`src/rtl/dmt_pkg.sv`:
```
package dmt_pkg;
    localparam int DW = 16;
    localparam int PW = 5;
    localparam int AW = 3;

    typedef enum logic [1:0] {
        MODE_PWM    = 2'd0,
        MODE_CAP    = 2'd1,
        MODE_CAPCNT = 2'd2,
        MODE_DUAL   = 2'd3
    } mode_e;

    typedef enum logic [1:0] {
        SRC_OFF  = 2'd0,
        SRC_PRE  = 2'd1,
        SRC_PIN  = 2'd2,
        SRC_SLOW = 2'd3
    } src_e;

    typedef enum logic [2:0] {
        ST_IDLE   = 3'd0,
        ST_PWM_HI = 3'd1,
        ST_PWM_LO = 3'd2,
        ST_CAP_A  = 3'd3,
        ST_CAP_B  = 3'd4,
        ST_DUAL   = 3'd5
    } state_e;

    localparam logic [AW-1:0] ADR_CTRL  = 3'd0;
    localparam logic [AW-1:0] ADR_PRESC = 3'd1;
    localparam logic [AW-1:0] ADR_CNT1  = 3'd2;
    localparam logic [AW-1:0] ADR_CNT2  = 3'd3;
    localparam logic [AW-1:0] ADR_REGA  = 3'd4;
    localparam logic [AW-1:0] ADR_REGB  = 3'd5;
    localparam logic [AW-1:0] ADR_FLAGS = 3'd6;
endpackage

```
`src/rtl/dmt_prescaler.sv`:
```
module dmt_prescaler #(
    parameter int PW = 5
) (
    input  logic          clk,
    input  logic          rst_n,
    input  logic [PW-1:0] div,
    output logic          tick
);
    logic [PW-1:0] cnt_q;

    assign tick = (cnt_q >= div);

    always_ff @(posedge clk) begin
        if (!rst_n)   cnt_q <= '0;
        else if (tick) cnt_q <= '0;
        else          cnt_q <= cnt_q + 1'b1;
    end
endmodule

```
`src/rtl/dmt_sync_edge.sv`:
```
module dmt_sync_edge #(
    parameter int STAGES = 2
) (
    input  logic clk,
    input  logic rst_n,
    input  logic din,
    input  logic fall_sel,
    output logic pulse
);
    localparam int TOP = STAGES;
    logic [TOP:0] sh_q;
    logic         cur, prev;

    always_ff @(posedge clk) begin
        if (!rst_n) sh_q <= '0;
        else        sh_q <= {sh_q[TOP-1:0], din};
    end

    assign cur   = sh_q[TOP-1];
    assign prev  = sh_q[TOP];
    assign pulse = fall_sel ? (prev & ~cur) : (cur & ~prev);
endmodule

```
`src/rtl/dmt_clk_sel.sv`:
```
module dmt_clk_sel
    import dmt_pkg::*;
(
    input  src_e sel,
    input  logic pre_tick,
    input  logic pin_ev,
    input  logic slow_ev,
    output logic tick
);
    always_comb begin
        unique case (sel)
            SRC_OFF:  tick = 1'b0;
            SRC_PRE:  tick = pre_tick;
            SRC_PIN:  tick = pin_ev;
            SRC_SLOW: tick = slow_ev;
            default:  tick = 1'b0;
        endcase
    end
endmodule

```
`src/rtl/dmt_counter.sv`:
```
module dmt_counter #(
    parameter int W = 16
) (
    input  logic         clk,
    input  logic         rst_n,
    input  logic         tick,
    input  logic         load,
    input  logic [W-1:0] load_val,
    input  logic         reload_en,
    input  logic [W-1:0] reload_val,
    output logic [W-1:0] count,
    output logic         uf
);
    assign uf = tick && (count == '0);

    always_ff @(posedge clk) begin
        if (!rst_n)     count <= '0;
        else if (load)  count <= load_val;
        else if (uf)    count <= reload_en ? reload_val : '1;
        else if (tick)  count <= count - 1'b1;
    end
endmodule

```
`src/rtl/dual_mode_timer.sv`:
```
module dual_mode_timer
    import dmt_pkg::*;
#(
    parameter int W      = DW,
    parameter int PRE_W  = PW,
    parameter int SYNC_N = 2
) (
    input  logic          clk,
    input  logic          rst_n,
    input  logic          wr_en,
    input  logic [AW-1:0] wr_addr,
    input  logic [W-1:0]  wr_data,
    input  logic [AW-1:0] rd_addr,
    output logic [W-1:0]  rd_data,
    input  logic          pin_in,
    input  logic          slow_clk,
    output logic          pin_out,
    output logic          pin_oe,
    output logic          irq_a,
    output logic          irq_b
);
    localparam int NCNT = 2;
    localparam int CTRL_W = 9;

    mode_e            mode_q;
    src_e             src_q [NCNT];
    logic             fall_q, ien_a_q, ien_b_q;
    logic [PRE_W-1:0] presc_q;
    logic [W-1:0]     reg_a, reg_b;
    logic             flag_a, flag_b;
    state_e           st_q, st_d;

    logic wr_ctrl, wr_presc, wr_a, wr_b, wr_flags;
    logic [NCNT-1:0] wr_cnt;
    logic pre_tick, pin_ev, slow_ev;
    logic [NCNT-1:0] tick, uf, rld_en;
    logic [W-1:0] cnt_q   [NCNT];
    logic [W-1:0] rld_val [NCNT];
    logic [W-1:0] cnt1, cnt2;
    logic cap_a, cap_b, set_a, set_b;

    assign wr_ctrl  = wr_en && (wr_addr == ADR_CTRL);
    assign wr_presc = wr_en && (wr_addr == ADR_PRESC);
    assign wr_cnt[0]= wr_en && (wr_addr == ADR_CNT1);
    assign wr_cnt[1]= wr_en && (wr_addr == ADR_CNT2);
    assign wr_a     = wr_en && (wr_addr == ADR_REGA);
    assign wr_b     = wr_en && (wr_addr == ADR_REGB);
    assign wr_flags = wr_en && (wr_addr == ADR_FLAGS);

    dmt_prescaler #(.PW(PRE_W)) u_pre (
        .clk(clk), .rst_n(rst_n), .div(presc_q), .tick(pre_tick)
    );

    dmt_sync_edge #(.STAGES(SYNC_N)) u_pin_sync (
        .clk(clk), .rst_n(rst_n), .din(pin_in), .fall_sel(fall_q), .pulse(pin_ev)
    );

    dmt_sync_edge #(.STAGES(SYNC_N)) u_slow_sync (
        .clk(clk), .rst_n(rst_n), .din(slow_clk), .fall_sel(1'b0), .pulse(slow_ev)
    );

    for (genvar i = 0; i < NCNT; i++) begin : g_cnt
        dmt_clk_sel u_sel (
            .sel(src_q[i]), .pre_tick(pre_tick), .pin_ev(pin_ev),
            .slow_ev(slow_ev), .tick(tick[i])
        );
        dmt_counter #(.W(W)) u_cnt (
            .clk(clk), .rst_n(rst_n), .tick(tick[i]), .load(wr_cnt[i]),
            .load_val(wr_data), .reload_en(rld_en[i]), .reload_val(rld_val[i]),
            .count(cnt_q[i]), .uf(uf[i])
        );
    end

    assign cnt1 = cnt_q[0];
    assign cnt2 = cnt_q[1];

    // Control and data registers
    always_ff @(posedge clk) begin
        if (!rst_n) begin
            mode_q  <= MODE_PWM;
            src_q[0] <= SRC_OFF;
            src_q[1] <= SRC_OFF;
            fall_q  <= 1'b0;
            ien_a_q <= 1'b0;
            ien_b_q <= 1'b0;
            presc_q <= '0;
        end else begin
            if (wr_ctrl) begin
                mode_q   <= mode_e'(wr_data[1:0]);
                src_q[0] <= src_e'(wr_data[3:2]);
                src_q[1] <= src_e'(wr_data[5:4]);
                fall_q   <= wr_data[6];
                ien_a_q  <= wr_data[7];
                ien_b_q  <= wr_data[8];
            end
            if (wr_presc) presc_q <= wr_data[PRE_W-1:0];
        end
    end

    always_ff @(posedge clk) begin
        if (!rst_n) begin
            reg_a  <= '0;
            reg_b  <= '0;
            flag_a <= 1'b0;
            flag_b <= 1'b0;
        end else begin
            if (cap_a)     reg_a <= cnt1;
            else if (wr_a) reg_a <= wr_data;
            if (cap_b)     reg_b <= cnt1;
            else if (wr_b) reg_b <= wr_data;
            flag_a <= set_a | (flag_a & ~(wr_flags & wr_data[0]));
            flag_b <= set_b | (flag_b & ~(wr_flags & wr_data[1]));
        end
    end

    // State register
    always_ff @(posedge clk) begin
        if (!rst_n) st_q <= ST_IDLE;
        else        st_q <= st_d;
    end

    // Next state
    always_comb begin
        st_d = st_q;
        unique case (st_q)
            ST_IDLE:   st_d = ST_IDLE;
            ST_PWM_HI: if (uf[0]) st_d = ST_PWM_LO;
            ST_PWM_LO: if (uf[0]) st_d = ST_PWM_HI;
            ST_CAP_A:  if (pin_ev && mode_q == MODE_CAP) st_d = ST_CAP_B;
            ST_CAP_B:  if (pin_ev) st_d = ST_CAP_A;
            ST_DUAL:   st_d = ST_DUAL;
            default:   st_d = ST_IDLE;
        endcase
        if (wr_ctrl) begin
            unique case (mode_e'(wr_data[1:0]))
                MODE_PWM:    st_d = ST_PWM_HI;
                MODE_CAP:    st_d = ST_CAP_A;
                MODE_CAPCNT: st_d = ST_CAP_A;
                MODE_DUAL:   st_d = ST_DUAL;
                default:     st_d = ST_IDLE;
            endcase
        end
    end

    // State outputs
    always_comb begin
        rld_en     = '0;
        rld_val[0] = reg_a;
        rld_val[1] = reg_b;
        cap_a      = 1'b0;
        cap_b      = 1'b0;
        set_a      = 1'b0;
        set_b      = 1'b0;
        pin_out    = 1'b0;
        pin_oe     = 1'b0;
        unique case (st_q)
            ST_IDLE: ;
            ST_PWM_HI: begin
                pin_oe     = 1'b1;
                pin_out    = 1'b1;
                rld_en[0]  = 1'b1;
                rld_val[0] = reg_b;
                set_a      = uf[0];
            end
            ST_PWM_LO: begin
                pin_oe     = 1'b1;
                rld_en[0]  = 1'b1;
                rld_val[0] = reg_a;
                set_b      = uf[0];
            end
            ST_CAP_A: begin
                cap_a = pin_ev;
                set_a = pin_ev;
                if (mode_q == MODE_CAPCNT) begin
                    rld_en[1] = 1'b1;
                    set_b     = uf[1];
                end else begin
                    set_b     = uf[0];
                end
            end
            ST_CAP_B: begin
                cap_b = pin_ev;
                set_a = pin_ev;
                set_b = uf[0];
            end
            ST_DUAL: begin
                rld_en = '1;
                set_a  = uf[0];
                set_b  = uf[1];
            end
            default: ;
        endcase
    end

    assign irq_a = flag_a & ien_a_q;
    assign irq_b = flag_b & ien_b_q;

    // Read port
    always_comb begin
        rd_data = '0;
        unique case (rd_addr)
            ADR_CTRL:  rd_data[CTRL_W-1:0] = {ien_b_q, ien_a_q, fall_q,
                                              src_q[1], src_q[0], mode_q};
            ADR_PRESC: rd_data[PRE_W-1:0]  = presc_q;
            ADR_CNT1:  rd_data = cnt1;
            ADR_CNT2:  rd_data = cnt2;
            ADR_REGA:  rd_data = reg_a;
            ADR_REGB:  rd_data = reg_b;
            ADR_FLAGS: rd_data[1:0] = {flag_b, flag_a};
            default:   rd_data = '0;
        endcase
    end
endmodule

```
`config.mk`:
```
export PLATFORM = sky130hd
export DESIGN_NAME = dual_mode_timer
export DESIGN_NICKNAME = d
export VERILOG_FILES = /design/src/rtl/dmt_pkg.sv /design/src/rtl/dmt_prescaler.sv /design/src/rtl/dmt_sync_edge.sv /design/src/rtl/dmt_clk_sel.sv /design/src/rtl/dmt_counter.sv /design/src/rtl/dual_mode_timer.sv
export SDC_FILE = /design/constraint.sdc
export NUM_CORES = 1
export LEC_CHECK = 0
export BUFFER_PORTS_ARGS = -buffer_cell sky130_fd_sc_hd__buf_4
export CORE_MARGIN = 3
export CORE_UTILIZATION = 61
export DETAILED_ROUTE_END_ITERATION = 8
export PLACE_DENSITY = 0.81
export SYNTH_ARGS = -nofsm -noshare
export SYNTH_HDL_FRONTEND = slang
export SYNTH_SLANG_ARGS = --single-unit
```
`constraint.sdc`:
```
create_clock -name clk -period 6.2 [get_ports clk]
set_input_delay 0.31 -clock clk [delete_from_list [all_inputs] [get_ports clk]]
set_output_delay 0.31 -clock clk [all_outputs]
set_load 0.02 [all_outputs]
```
==> impl_metrics.py <==
metrics = {
    "timing": {
        "setup_viol": 0,
        "setup-tns-final_ns": 0,
        "finalMaxSlewViolations": 0,
        "worst_slew_pin_slew_ns": 1.27,
        "min_period_ns": 2.99,
        "final.period_utilization": 0.482,
        "rsz0062_at_grt": "false",
        "max_freq_mhz": 334,
        "relSlewSlack": 0.147,
        "finClkSkew_ns": 0.0148,
        "final-hold-violation-count": 0,
    },
    "clock_network": {
        "post_cts_resized": 0,
        "cts_num_sinks": 94,
        "cts-htree-levels": 3,
        "numCtsBuffers": 9,
        "insertion_delay_ns": 0.37,
        "cts_setup_buffers": 0,
        "cts_hold_buffers": 0,
        "cts_root_buf": "clkbuf_8",
        "cts_tree": "built",
        "clk_pin_slew_ns": 0.11,
        "cts_buffer_depth": 2,
    },
    "logic_synthesis": {
        "netlist_instances": 749,
        "synthMostInstantiatedCell": "dfxtp_1",
        "synth_area_leaders": "dfxtp_1, mux2i_1, nand2_1",
        "ys_warn_count": 0,
        "ys_top_cells_by_count": "dfxtp_1, nand2_1, nor2_1",
        "synth_cell_type_count": 76,
        "synth-edff-count": 4,
        "synthFlopType": "dfxtp_1",
        "synth_area_um2": 5980,
        "synth_top_area_frac": 0.301,
        "synth.largest_area_cell": "dfxtp_1",
        "ys_seq_elements": 94,
        "syn_avg_cell_area_um2": 7.99,
        "seq_area_frac_synth": 0.321,
        "async_flop_share": 0,
        "syn_nets": 786,
    },
    "cells_and_area": {
        "diodes": 0,
        "fillCellCount": 818,
        "drive_above_1_share": 0.127,
        "final_nets": 786,
        "area_growth_pct": 7.95,
        "ff_latch_area_um2": 1920,
        "multi_input_area_um2": 3730,
        "fin_area_um2": 6460,
    },
    "drt": {
        "drt-total-wl_mm": 20.1,
        "avgRoutedWirePerCell_um": 22.7,
        "route.detailed.drc": 0,
        "drt-initial-drc-count": 870,
        "dr.pass1.iters": 6,
        "vias": 6271,
        "vias_per_cell": 7.10,
        "ant_nets": 0,
    },
    "power": {
        "combPwrFrac": 0.295,
        "switching_share": 0.384,
        "seqPwrFrac": 0.457,
        "internal_power_w": 0.000992,
        "peakVddDrop_mv": 0.149,
        "clkPwrFrac": 0.248,
        "switchingPower_w": 0.000618,
        "pwr_density_cell_nw_per_um2": 249,
        "cellLeakagePower_nw": 2.28,
    },
    "grt": {
        "grt_max_degree": 43,
        "grt_pass1_wl_mm": 31.1,
        "antenna_found_initial": 0,
        "grt_overflow": 0,
        "grt_pass1_vias": 5575,
        "track_usage": 0.354,
    },
    "worst_hold_path": {
        "hold_class": "input pin to register",
        "hold_path.startpoint": "pin_in",
    },
    "setup_path": {
        "cp.arrival_ns": 3.25,
        "worstSetupStartpoint": "presc_q[2]",
        "required_ns": 6.46,
        "worstPathMaxFanout": 17,
        "r2r-start": "presc_q[2]",
        "path_class": "register to register",
        "startpoint_type": "register",
        "cp-end-kind": "register",
    },
    "floorplan": {
        "core_area_um2": 9370,
        "start_util": 0.638,
        "num_io_pins": 47,
        "rows": 35,
        "dieWidth_um": 105,
        "die-area_um2": 11000,
        "fp.dieH_um": 105,
    },
    "placed_design": {
        "io_buffers": 46,
        "dp_hpwl_mm": 14.1,
        "place_area_um2": 6280,
        "gp_congestion": 0.989,
    },
    "job": {
        "maxCapViolCount": 0,
    },
    "run_status": {
        "status": "finished clean",
    },
}
## state kept, by name, indices dropped and copies added, names as in the netlist, 2 cells and up
name,cells
reg_a,16
u_pre.cnt_q,5
presc_q,5
g_cnt.u_cnt.count,32
reg_b,16
u_slow_sync.sh_q,3
mode_q,2
u_pin_sync.sh_q,3
src_q,4
st_q,3
## metrics by stage
step | setup WS, ns | hold WS (ns) | utilization | instances | power [W]
final | 3.21 | 0.138 | 0.689 | 883 | 0.00161
after global routing | 3.08 | 0.141 | 0.689 | 883 | 0.00168
after CTS | 3.28 | 0.140 | 0.689 | 883 | 0.00158
after detailed placement | 3.32 | 0.422 | 0.670 | 867 | 0.00120
after global placement | 3.37 | 0.414 | 0.670 | 867 | 0.00118
after floorplan | 4.00 | 0.412 | - | 749 | 0.00107
## critical path: stages (launching register included)
cell and delay [ns]:
dfxtp_1 0.34, inv_1 0.06, ha_1 0.30, a21oi_1 0.21, o21ai_0 0.12, a311oi_1 0.73, or2_1 0.63, o41ai_1 0.20
o221a_2 0.29
## cell families (layout without fill, tap and decap cells)
family | Yosys count | after routing | synth area share
and+or+nand+nor | 266 | 266 | 0.222
AOI/OAI and AO/OA | 219 | 219 | 0.253
DFF | 94 | 94 | 0.321
xor gates and xnor gates | 11 | 11 | 0.0161
buffers and inverters | 84 | 89 | 0.0548
adders and majority gates | 10 | 10 | 0.0209
muxes | 65 | 65 | 0.113
## placed cells by master, fill, tap and decap left out, types with 5 or more instances in the layout
cell type | synthesis | layout
a211oi_1 | 19 | 19
a21oi_1 | 37 | 37
a221oi_1 | 8 | 8
a22oi_1 | 10 | 10
a311oi_1 | 17 | 17
a31oi_1 | 18 | 18
a32oi_1 | 8 | 8
and2_1 | 8 | 8
and3_1 | 5 | 5
buf_4 | 1 | 50
clkbuf_8 | 0 | 9
dfxtp_1 | 90 | 90
ha_1 | 10 | 10
inv_1 | 22 | 22
mux2_2 | 8 | 8
mux2i_1 | 56 | 56
nand2_1 | 77 | 77
nand2b_1 | 7 | 7
nand3_1 | 32 | 32
nor2_1 | 75 | 75
nor2b_1 | 8 | 8
nor3_1 | 10 | 10
nor4_1 | 6 | 6
o211ai_1 | 7 | 7
o21ai_0 | 42 | 42
o22ai_1 | 14 | 14
o311ai_0 | 5 | 5
o31ai_1 | 7 | 7
or4_1 | 5 | 5
xnor2_1 | 5 | 5
xor2_1 | 6 | 6
## area by class of cell
cell class,count,area share
tap,129,0.0250
sequential,94,0.298
timing repair buffer,50,0.0581
clock inverter,7,0.00872
clock buffer,9,0.0192
inverter,23,0.0134
multi-input combinational,571,0.578
## path summary, 6_finish.rpt
kind,slack [ns],to,cells after the start
worst max-delay path,3.21,g_cnt[1].u_cnt.count[6],8
worst min-delay path,0.14,u_pin_sync.sh_q[0],2
worst max register to register,3.21,g_cnt[1].u_cnt.count[6],8
worst min register to register,0.44,u_pin_sync.sh_q[1],1
## layer usage
metal | global-route usage | vias up | part of all wire
li1 | - | 2789 | -
met5 | 0 | - | 0
met4 | 0.106 | 0 | 0.030
met3 | 0.102 | 65 | 0.14
met1 | 0.502 | 2942 | 0.40
met2 | 0.520 | 475 | 0.43
## power by group through the flow
stage	combinational, W	clock, W	sequential, W
global placement	0.000444	0	0.000738
finish	0.000476	0.000399	0.000735
global route	0.000516	0.000421	0.000740
CTS	0.000460	0.000394	0.000728
floorplan	0.000367	0	0.000701
detailed placement	0.000458	0	0.000742
Note: power is estimated with default switching activity, not from simulation.
